[src/rtl/adc_conv_seq.sv]
module adc_conv_seq #(
  parameter int CONV_CYCLES = 20,
  parameter int RES_W       = 10,
  parameter int TH_W        = 8,
  parameter int CH_W        = 3,
  parameter int LAST_CH     = 4
) (
  input  logic             clk,
  input  logic             rst_n,
  input  logic             cnv_start_n,
  input  logic [CH_W-1:0]  chan_sel,
  input  logic [TH_W-1:0]  thresh,
  input  logic [RES_W-1:0] result_in,
  input  logic             cs_n,
  input  logic             rdwr,
  output logic             busy,
  output logic             hold,
  output logic             pwr_down,
  output logic [RES_W-1:0] result,
  output logic [CH_W-1:0]  result_chan,
  output logic             ot_n
);
  localparam int CW = $clog2(CONV_CYCLES + 1);

  logic            start_q, rdwr_q;
  logic [CW-1:0]   cnt;
  logic [CH_W-1:0] ch_q;

  wire start_fall = start_q & ~cnv_start_n;
  wire rd_done    = ~rdwr_q & rdwr & ~cs_n;
  wire conv_last  = busy && (cnt == CW'(CONV_CYCLES - 1));
  wire ot_hit     = conv_last && (ch_q == '0) && (result_in[RES_W-1 -: TH_W] > thresh);
  wire [CH_W-1:0] ch_sat = (chan_sel > CH_W'(LAST_CH)) ? CH_W'(LAST_CH) : chan_sel;

  always_ff @(posedge clk or negedge rst_n) begin
    if (!rst_n) begin
      start_q <= 1'b1;
      rdwr_q  <= 1'b0;
    end else begin
      start_q <= cnv_start_n;
      rdwr_q  <= rdwr;
    end
  end

  always_ff @(posedge clk or negedge rst_n) begin
    if (!rst_n) begin
      busy        <= 1'b0;
      hold        <= 1'b0;
      pwr_down    <= 1'b0;
      cnt         <= '0;
      ch_q        <= '0;
      result      <= '0;
      result_chan <= '0;
    end else if (!busy) begin
      if (start_fall) begin
        busy     <= 1'b1;
        hold     <= 1'b1;
        pwr_down <= 1'b0;
        cnt      <= '0;
        ch_q     <= ch_sat;
      end
    end else if (conv_last) begin
      busy        <= 1'b0;
      hold        <= 1'b0;
      pwr_down    <= ~cnv_start_n;
      result      <= result_in;
      result_chan <= ch_q;
    end else begin
      cnt <= cnt + 1'b1;
    end
  end

  always_ff @(posedge clk or negedge rst_n) begin
    if (!rst_n)       ot_n <= 1'b1;
    else if (ot_hit)  ot_n <= 1'b0;
    else if (rd_done) ot_n <= 1'b1;
  end
endmodule

[config.mk]
export PLATFORM = sky130hd
export DESIGN_NAME = adc_conv_seq
export DESIGN_NICKNAME = d
export VERILOG_FILES = /design/src/rtl/adc_conv_seq.sv
export SDC_FILE = /design/constraint.sdc
export NUM_CORES = 1
export LEC_CHECK = 0
export BUFFER_PORTS_ARGS = -buffer_cell sky130_fd_sc_hd__buf_2
export CAP_MARGIN = 20
export CORE_ASPECT_RATIO = 1.1
export CORE_MARGIN = 2
export CORE_UTILIZATION = 50
export CTS_BUF_LIST = sky130_fd_sc_hd__clkbuf_4 sky130_fd_sc_hd__clkbuf_8
export DETAILED_ROUTE_END_ITERATION = 16
export PLACE_DENSITY = 0.82
export SLEW_MARGIN = 10
export SYNTH_ARGS = -nofsm -noshare
export SYNTH_HDL_FRONTEND = slang
export SYNTH_SLANG_ARGS = --single-unit
[constraint.sdc]
create_clock -name clk -period 2.1 [get_ports clk]
set_input_delay 0.42 -clock clk [delete_from_list [all_inputs] [get_ports clk]]
set_output_delay 0.42 -clock clk [all_outputs]
set_load 0.02 [all_outputs]
# Word-level counts from Yosys, hierarchy flattened
# Cells that the tools add are included.
[totals]
regBits = 27
wordCells = 48
in_bits = 26
output_inout_bits = 17
[op_classes]
add_sub_neg = 1
n_lt_le_gt_ge = 2
n_reduce_logical = 10
n_eq_ne = 3
n_bitwise = 7
n_mux = 15
[op_table]
columns = ["cell", "n"]
rows = [
  ["$mux W5", 3],
  ["$mux W1", 11],
  ["$gt A8 B8 Y1", 1],
  ["$reduce_and A2 Y1", 4],
  ["$add A5 B1 Y5 const B", 1],
  ["$eq A5 B5 Y1 const B", 1],
  ["$not A1 Y1", 4],
  ["$reduce_bool A2 Y1", 2],
  ["$and A1 B1 Y1", 3],
  ["$gt A3 B3 Y1 const B", 1],
  ["$logic_and A1 B1 Y1", 3],
  ["$logic_not A3 Y1", 1],
  ["$mux W3", 1],
  ["$ne A2 B1 Y1 const B", 1],
  ["$ne A2 B2 Y1 const B", 1],
]

# Longest topological paths before layout
# Gate-level depths: netlist of run 1.
[logic_depth]
ltp_word = 5
ltp_mapped = 7
mapped_depth_nobuf = 6

# Least setup slack after synthesis of run 1
# OpenSTA, ideal clock, no wires.
[synth_path]
path_type = "register to register"
start = "register cnt[0]"
end = "register result[0]"
path_buffers = 2
slack_ns = 0.480
path_stages_with_launch = 7
period_less_slack_ns = 1.620
setup_ns = 0.125
required_time_ns = 1.975
arrival_time_ns = 1.495
path_cell_list = "dfrtp_1 > ha_1 > nand4bb_1 > or2_1 > buf_6 > buf_12 > mux2_4"
[synth_between]
elab_chain_len = 3
[synth_rtl]
columns = ["element", "line", "rtl"]
rows = [
  ["from (decl)", "26", "logic [CW-1:0] cnt;"],
  ["from (signal assigned)", "69", "cnt <= cnt + 1'b1;"],
  ["$eq A5 B5 Y1", "31", "wire conv_last = busy && (cnt == CW'(CONV_CYCLES - 1));"],
  ["$logic_and A1 B1 Y1", "31", ""],
  ["$reduce_and A2 Y1 (no source line)", "n/a", ""],
  ["to (signal assigned)", "66", "result <= result_in;"],
  ["to (decl)", "19", "output logic [RES_W-1:0] result,"],
]
# No other way between the ends.
# A chain may end at the register's enable or synchronous reset.

# Worst setup path after layout of run 1
[layout_path]
start = "register cnt[0]"
end = "register result[8]"
# Same word-level chain as after synthesis.

==> impl_metrics.tcl, run 1 <==
set metrics [dict create \
    status "complete, no violations" \
    horiz_die_dim_microns 52.7 \
    track_usage 0.190 \
    skew_ns 0.00833 \
    cts_max_path_buffers 2 \
    wl_microns 2520 \
    die_area_sq_um 3040 \
    setup-tns-final_ns 0 \
    placed_cell_areas_sq_um 1530 \
    post-layout-total-power_mw 1.90 \
    grt_setup_unrepaired "false" \
    netlist_area_sq_um 1310 \
    cells_after_synthesis 110 \
    clk_latency_ns 0.32 \
    cts_hold_bufs 0 \
    path_max_fanout 17 \
    drt-wirelength-per-cell_microns 13.6 \
    detailedRoute.firstIterationViolations 6 \
    maximum_number_of_pins_on_one_net_before_global_route_repair 28 \
    report.final.slew_viol_count 0 \
    synth_cell_types 27 \
    area_growth_pct 19.3 \
    timing.hold.worst.class "input port to asynchronous set/reset pin" \
    cts_setup_buffers 0 \
    antenna_violations_before_repair 0 \
    synth_area_per_cell_sq_um 11.9 \
    finalSetupViolations 0 \
    num_io_pins 43 \
    num_rows 19 \
    synthTopCellsByArea "dfrtp_1 (48%), ha_1 (8.6%), mux2_2 (6.9%)" \
    min_period_over_period 0.822 \
    path_clk_slew_ns 0.15 \
    max-slew-margin-rel 0.609 \
    start_kind "flip-flop" \
    final_critical_path_setup_slack_ns 0.375 \
    tritoncts.num_buffers 3 \
    static-leakage-power_nw 0.821 \
    postCtsResizedCells 0 \
    power-per-cell-area_nw_per_um2 1220 \
    cp.required_ns 2.31 \
    grt_overflow 0 \
    yosys.area.top_type "dfrtp_1" \
    drt_pass1_iterations 4 \
    dieHeight_microns 57.6 \
    first_global_vias 1013 \
    routed_via_density 5.25 \
    share_of_cells_above_drive_strength_1 0.403 \
    synth-seq-cells 27 \
    ir_worst_vdd_mv 0.817 \
    yosysSeqAreaShare 0.519 \
    ant_nets 0 \
    route.vias.total 971 \
    syn_nets 145 \
    worst_slack_at_placement_ns 0.415 \
    cts-htree-levels 1 \
    min_tclk_post_route_ns 1.73 \
    gp_routability_congestion 0.836 \
    finalHoldWorstSlack_ns 0.0806 \
    numPortBuffers 42 \
    dp_hpwl_microns 1980 \
    ys.warnings.count 0 \
    stdcell_area_sq_um 1560 \
    start_util 0.523 \
    cap_viol_max_count 0 \
    synth_largest_type_area_fraction 0.479 \
    cts_tree "yes" \
    grt_first_pass_wirelength_microns 4280 \
    clock_root_buffer "clkbuf_4" \
    drcViolationCount 0 \
    pin_slew_with_the_least_headroom_to_its_limit_ns 0.586 \
    critical_path_arrival_ns 1.94 \
    ff2ff_path_depth 5 \
    numClockSinks 27 \
    insertedDiodeCount 0 \
    worstSetupEndpointType "flip-flop" \
    finalHoldViolCount 0 \
    fmax_mhz 580 \
    core_area_sq_um 2500 \
    finalNetCount 190 \
    worst-setup-path-type "flip-flop to flip-flop" \
    fillCellCount 202 \
]
per-stage QoR:
stage	std cells	utilization
after floorplan	110	-
after global placement	181	0.612
after detailed placement	181	0.612
after CTS	185	0.624
after global routing	185	0.624
final	185	0.624
flip-flops by register name (all words and copies together) (netlist names):
register / count
result_chan: 3
result: 10
ot_n: 1
busy: 1
rdwr_q: 1
cnt: 5
ch_q: 3
start_q: 1
pwr_down: 1
hold: 1
kinds of logic (layout without fill, tap and decap cells):
| family | count (synthesis) | after routing | synth area share |
|---|---|---|---|
| buffers and inverters | 13 | 57 | 0.0556 |
| AND/OR/NAND/NOR | 28 | 28 | 0.113 |
| XOR/XNOR | 1 | 1 | 0.00671 |
| adder cells (fa/ha/maj) | 9 | 9 | 0.0862 |
| AO/OA/AOI/OAI | 16 | 16 | 0.0699 |
| flip-flops | 27 | 27 | 0.519 |
| multiplexers | 16 | 16 | 0.149 |
cell usage in the layout, fill, tap and decap left out, types with 3 or more instances in the layout:
cell type / netlist / layout
ha_1: 9 / 9
o21ai_0: 8 / 8
dfrtp_1: 25 / 25
clkbuf_4: 0 / 3
nand4_1: 3 / 3
inv_1: 10 / 10
mux2_2: 8 / 8
mux2_4: 5 / 5
mux2i_1: 3 / 3
nand3_1: 8 / 8
nand2b_1: 3 / 3
nand2_1: 9 / 9
buf_2: 0 / 42
worst max-delay path, stage by stage (launching register included):
cell and delay [ns]:
dfrtp_1 0.44, ha_1 0.24, nand4bb_1 0.17, or2_1 0.24, buf_4 0.21, mux2_4 0.31
layout make-up:
class	instances	area, sq um	area share
Multi-Input combinational cell	70	556	0.357
Tap cell	31	38.8	0.0249
Clock buffer	3	22.5	0.0145
Inverter	10	37.5	0.0241
Sequential cell	27	678	0.435
Clock inverter	1	7.51	0.00482
Timing Repair Buffer	43	218	0.140
synth_stat cells, drive strengths merged:
library cell,n
dfrtp,25
mux2,13
inv,10
ha,9
nand2,9
nand3,8
o21ai,8
mux2i,3
nand2b,3
nand4,3
a21oi,2
buf,2
dfstp,2
o22ai,2
a211oi,1
a31oi,1
clkbuf,1
nand4bb,1
nor2b,1
nor3,1
nor3b,1
o211ai,1
o31ai,1
or2,1
xor2,1
final timing paths:
path,from,endpoint,slack (ns)
worst max-delay path,cnt[0]$_DFFE_PN0P_,result[8]$_DFFE_PN0P_,0.37
worst min-delay path,rst_n,ch_q[2]$_DFFE_PN0P_,0.08
worst max register to register,cnt[0]$_DFFE_PN0P_,result[8]$_DFFE_PN0P_,0.37
worst min register to register,hold$_DFFE_PN0P_,hold$_DFFE_PN0P_,0.51
max in group asynchronous,rst_n,ot_n$_DFFE_PN1P_,1.64
min in group clk,cnv_start_n,start_q$_DFF_PN1_,0.20
metal layers:
metal  routed length (microns)  share of wire  track usage
met1                      1030           0.41        0.216
met3                       103          0.041       0.0393
met5                         0              0            0
met4                        40          0.016       0.0769
met2                      1350           0.54        0.341
power by group:
part | total [mW] | switching [mW] | internal (mW)
logic | 0.778 | 0.427 | 0.351
clock network | 0.221 | 0.148 | 0.0726
registers | 0.902 | 0.162 | 0.740
total | 1.90 | 0.738 | 1.16
No activity file was read; power rests on OpenSTA's default activity.
==> run 2, diff against run 1 <==
--- a/config.mk
+++ b/config.mk
@@ -5,14 +5,15 @@
 export SDC_FILE = /design/constraint.sdc
 export NUM_CORES = 1
 export LEC_CHECK = 0
+export ABC_AREA = 1
 export BUFFER_PORTS_ARGS = -buffer_cell sky130_fd_sc_hd__buf_2
 export CAP_MARGIN = 20
 export CORE_ASPECT_RATIO = 1.1
 export CORE_MARGIN = 2
-export CORE_UTILIZATION = 50
+export CORE_UTILIZATION = 47
 export CTS_BUF_LIST = sky130_fd_sc_hd__clkbuf_4 sky130_fd_sc_hd__clkbuf_8
 export DETAILED_ROUTE_END_ITERATION = 16
-export PLACE_DENSITY = 0.82
+export PLACE_DENSITY = 0.81
 export SLEW_MARGIN = 10
 export SYNTH_ARGS = -nofsm -noshare
 export SYNTH_HDL_FRONTEND = slang
==> constraint.sdc (replaced) <==
create_clock -name clk -period 1.55 [get_ports clk]
set_input_delay 0.31 -clock clk [delete_from_list [all_inputs] [get_ports clk]]
set_output_delay 0.31 -clock clk [all_outputs]
set_load 0.02 [all_outputs]
==> run 2 against run 1 <==
Compared with the run above:
- clock power grew 37%
- worst setup slack lost 0.29 ns
- core utilization shrank 2.8 points
- synthesized area grew 1.3%
- via count grew 15%
- largest power group unchanged
==> impl_metrics.tcl, run 2 <==
set metrics [dict create \
    clk_latency_ns 0.33 \
    cts_max_path_buffers 2 \
    synth_area_per_cell_sq_um 8.65 \
    drcViolationCount 0 \
    tritoncts.num_buffers 3 \
    critical_path_buf_inv_count 2 \
    top_usage_layer "met2" \
    ys.warnings.count 0 \
    min_period_over_period 0.946 \
    routed_via_density 4.80 \
    ir_worst_vdd_mv 0.952 \
    global_route_track_usage_on_met3 0.0300 \
    biggestRegsByFlops "result x10, cnt x5" \
    timing.hold.worst.class "input port to flip-flop" \
    num_rows 20 \
    yosys.cell_count.top_type "nand2_1" \
    insertedDiodeCount 0 \
    path_max_fanout 19 \
    path_clk_slew_ns 0.14 \
    wl_microns 2690 \
    cp_top_family "simple AND/OR/NAND/NOR gates" \
    min_tclk_post_route_ns 1.47 \
    max-slew-margin-rel 0.622 \
    start_kind "flip-flop" \
    start_util 0.485 \
    antenna_violations_before_repair 0 \
    numClockSinks 27 \
    syn_nets 188 \
    drt_pass1_iterations 4 \
    worst_slack_at_placement_ns 0.113 \
    maximum_number_of_pins_on_one_net_before_global_route_repair 28 \
    static-leakage-power_nw 0.912 \
    gp_routability_congestion 0.855 \
    report.final.slew_viol_count 0 \
    status "complete, no violations" \
    drt-wirelength-per-cell_microns 11.5 \
    ant_nets 0 \
    share_of_cells_above_drive_strength_1 0.315 \
    track_usage 0.193 \
    cts_tree "yes" \
    skew_ns 0.00127 \
    pin_slew_with_the_least_headroom_to_its_limit_ns 0.567 \
    detailedRoute.firstIterationViolations 32 \
    synth-seq-cells 27 \
    synth_largest_type_area_fraction 0.473 \
    num_io_pins 43 \
    area_growth_pct 22.9 \
    grt_util_met2 0.347 \
    yosys.area.top_type "dfrtp_1" \
    dieHeight_microns 59.7 \
    numPortBuffers 42 \
    synth_cell_types 25 \
    post-place-cells 227 \
    crit_chain "ha_4 -> nand2_1 -> clkinv_1 -> nand2_2 -> nor2_4 -> inv_6 -> nor2_1 -> a21oi_1" \
    crit_slowest_cell "dfrtp_1" \
    fmax_mhz 682 \
    fillCellCount 244 \
    cts-htree-levels 1 \
    worstSetupEndpointType "flip-flop" \
    cells_after_synthesis 153 \
    grt_first_pass_wirelength_microns 4530 \
    netlist_area_sq_um 1320 \
    yosysSeqAreaShare 0.512 \
    cap_viol_max_count 0 \
    synth_common_cells "nand2_1 (56), dfrtp_1 (25), inv_1 (18)" \
    share_of_flip_flops_with_an_asynchronous_set_or_reset 1.00 \
    finalHoldViolCount 0 \
    cp.required_ns 1.82 \
    max_flop_register "result" \
    power-per-cell-area_nw_per_um2 1610 \
    critical_path_arrival_ns 1.74 \
    first_global_vias 1136 \
    die_area_sq_um 3260 \
    instances_no_fill 233 \
    largest_register_ff_count 10 \
    worst-setup-path-type "flip-flop to flip-flop" \
    layout_commonest_cell "nand2_1" \
    number_of_flops_mapped_to_enable_cells_by_yosys 0 \
    grt_overflow 0 \
    horiz_die_dim_microns 54.6 \
    finalNetCount 236 \
    final_critical_path_setup_slack_ns 0.0837 \
    dp_hpwl_microns 2010 \
    most-common-layout-cells "nand2_1 (55), buf_2 (42), dfrtp_1 (25), inv_1 (18), ha_1 (8)" \
    synthTopCellsByArea "dfrtp_1 (47%), nand2_1 (16%), ha_1 (8.5%)" \
    finalSetupViolations 0 \
    clock_root_buffer "clkbuf_4" \
    route.vias.total 1119 \
    cp_slowest_stage_delay_ns 0.46 \
    core_area_sq_um 2730 \
    synth_flop_type "dfrtp_1" \
    met1_usage_grt 0.215 \
]
[run 2: path summary, 6_finish.rpt]
path	start	to	slack, ns	cells past startpoint
worst max register to register	cnt[1]$_DFFE_PN0P_	ot_n$_DFFE_PN1P_	0.08	8
worst min-delay path	rdwr	rdwr_q$_DFF_PN0_	0.09	1
max in group asynchronous	rst_n	cnt[1]$_DFFE_PN0P_	0.69	2
worst max-delay path	cnt[1]$_DFFE_PN0P_	ot_n$_DFFE_PN1P_	0.08	8
worst min register to register	result[7]$_DFFE_PN0P_	result[7]$_DFFE_PN0P_	0.48	2
min in group asynchronous	rst_n	result[0]$_DFFE_PN0P_	0.49	2
[run 2: power breakdown]
group          internal (mW)  switching (mW)  leakage (nW)
sequential              1.00           0.228         0.319
clock                 0.0970           0.206        0.0177
combinational          0.415           0.667         0.575
[run 2: through the flow]
step | utilization | TNS (ns) | area [sq um] | power, mW | hold slack [ns]
floorplan | - | 0 | 1320 | 1.90 | 0.0144
global placement | 0.573 | 0 | 1560 | 2.24 | 0.343
detailed placement | 0.573 | 0 | 1560 | 2.28 | 0.342
CTS | 0.587 | 0 | 1600 | 2.59 | 0.0879
global route | 0.596 | -0.0157 | 1630 | 2.82 | 0.0783
finish | 0.596 | 0 | 1630 | 2.61 | 0.0871
[run 2: layout make-up]
cell class | instances | area (sq um) | share of cell area
multi-input cells | 101 | 553 | 0.340
clock buffers | 3 | 22.5 | 0.0138
repair buffers | 45 | 235 | 0.145
flip-flops and latches | 27 | 678 | 0.417
clock inverters | 1 | 5.00 | 0.00308
well taps | 33 | 41.3 | 0.0254
inverters | 23 | 91.3 | 0.0562
[run 2: repair_timing]
item                                   in CTS  in global routing
hold buffers                                1                  0
setup endpoints to repair                   0                  9
setup buffers                               0                  1
resized for setup                           0                  4
endpoints found under the hold margin      25                  0
[run 2: kinds of logic (layout without fill, tap and decap cells)]
| kind of cell | count (synthesis) | count (layout) | share of synthesized area |
|---|---|---|---|
| simple gates | 72 | 72 | 0.235 |
| compound gates | 17 | 17 | 0.0662 |
| flops | 27 | 27 | 0.512 |
| fa+ha+maj | 9 | 9 | 0.0851 |
| xor+xnor | 3 | 3 | 0.0199 |
| buf+inv | 25 | 72 | 0.0813 |
[run 2: routing by layer]
metal	up-vias	wire length (microns)
met2	29	1400
met5	-	0
met1	517	1110
met4	0	56
met3	7	114
li1	566	-
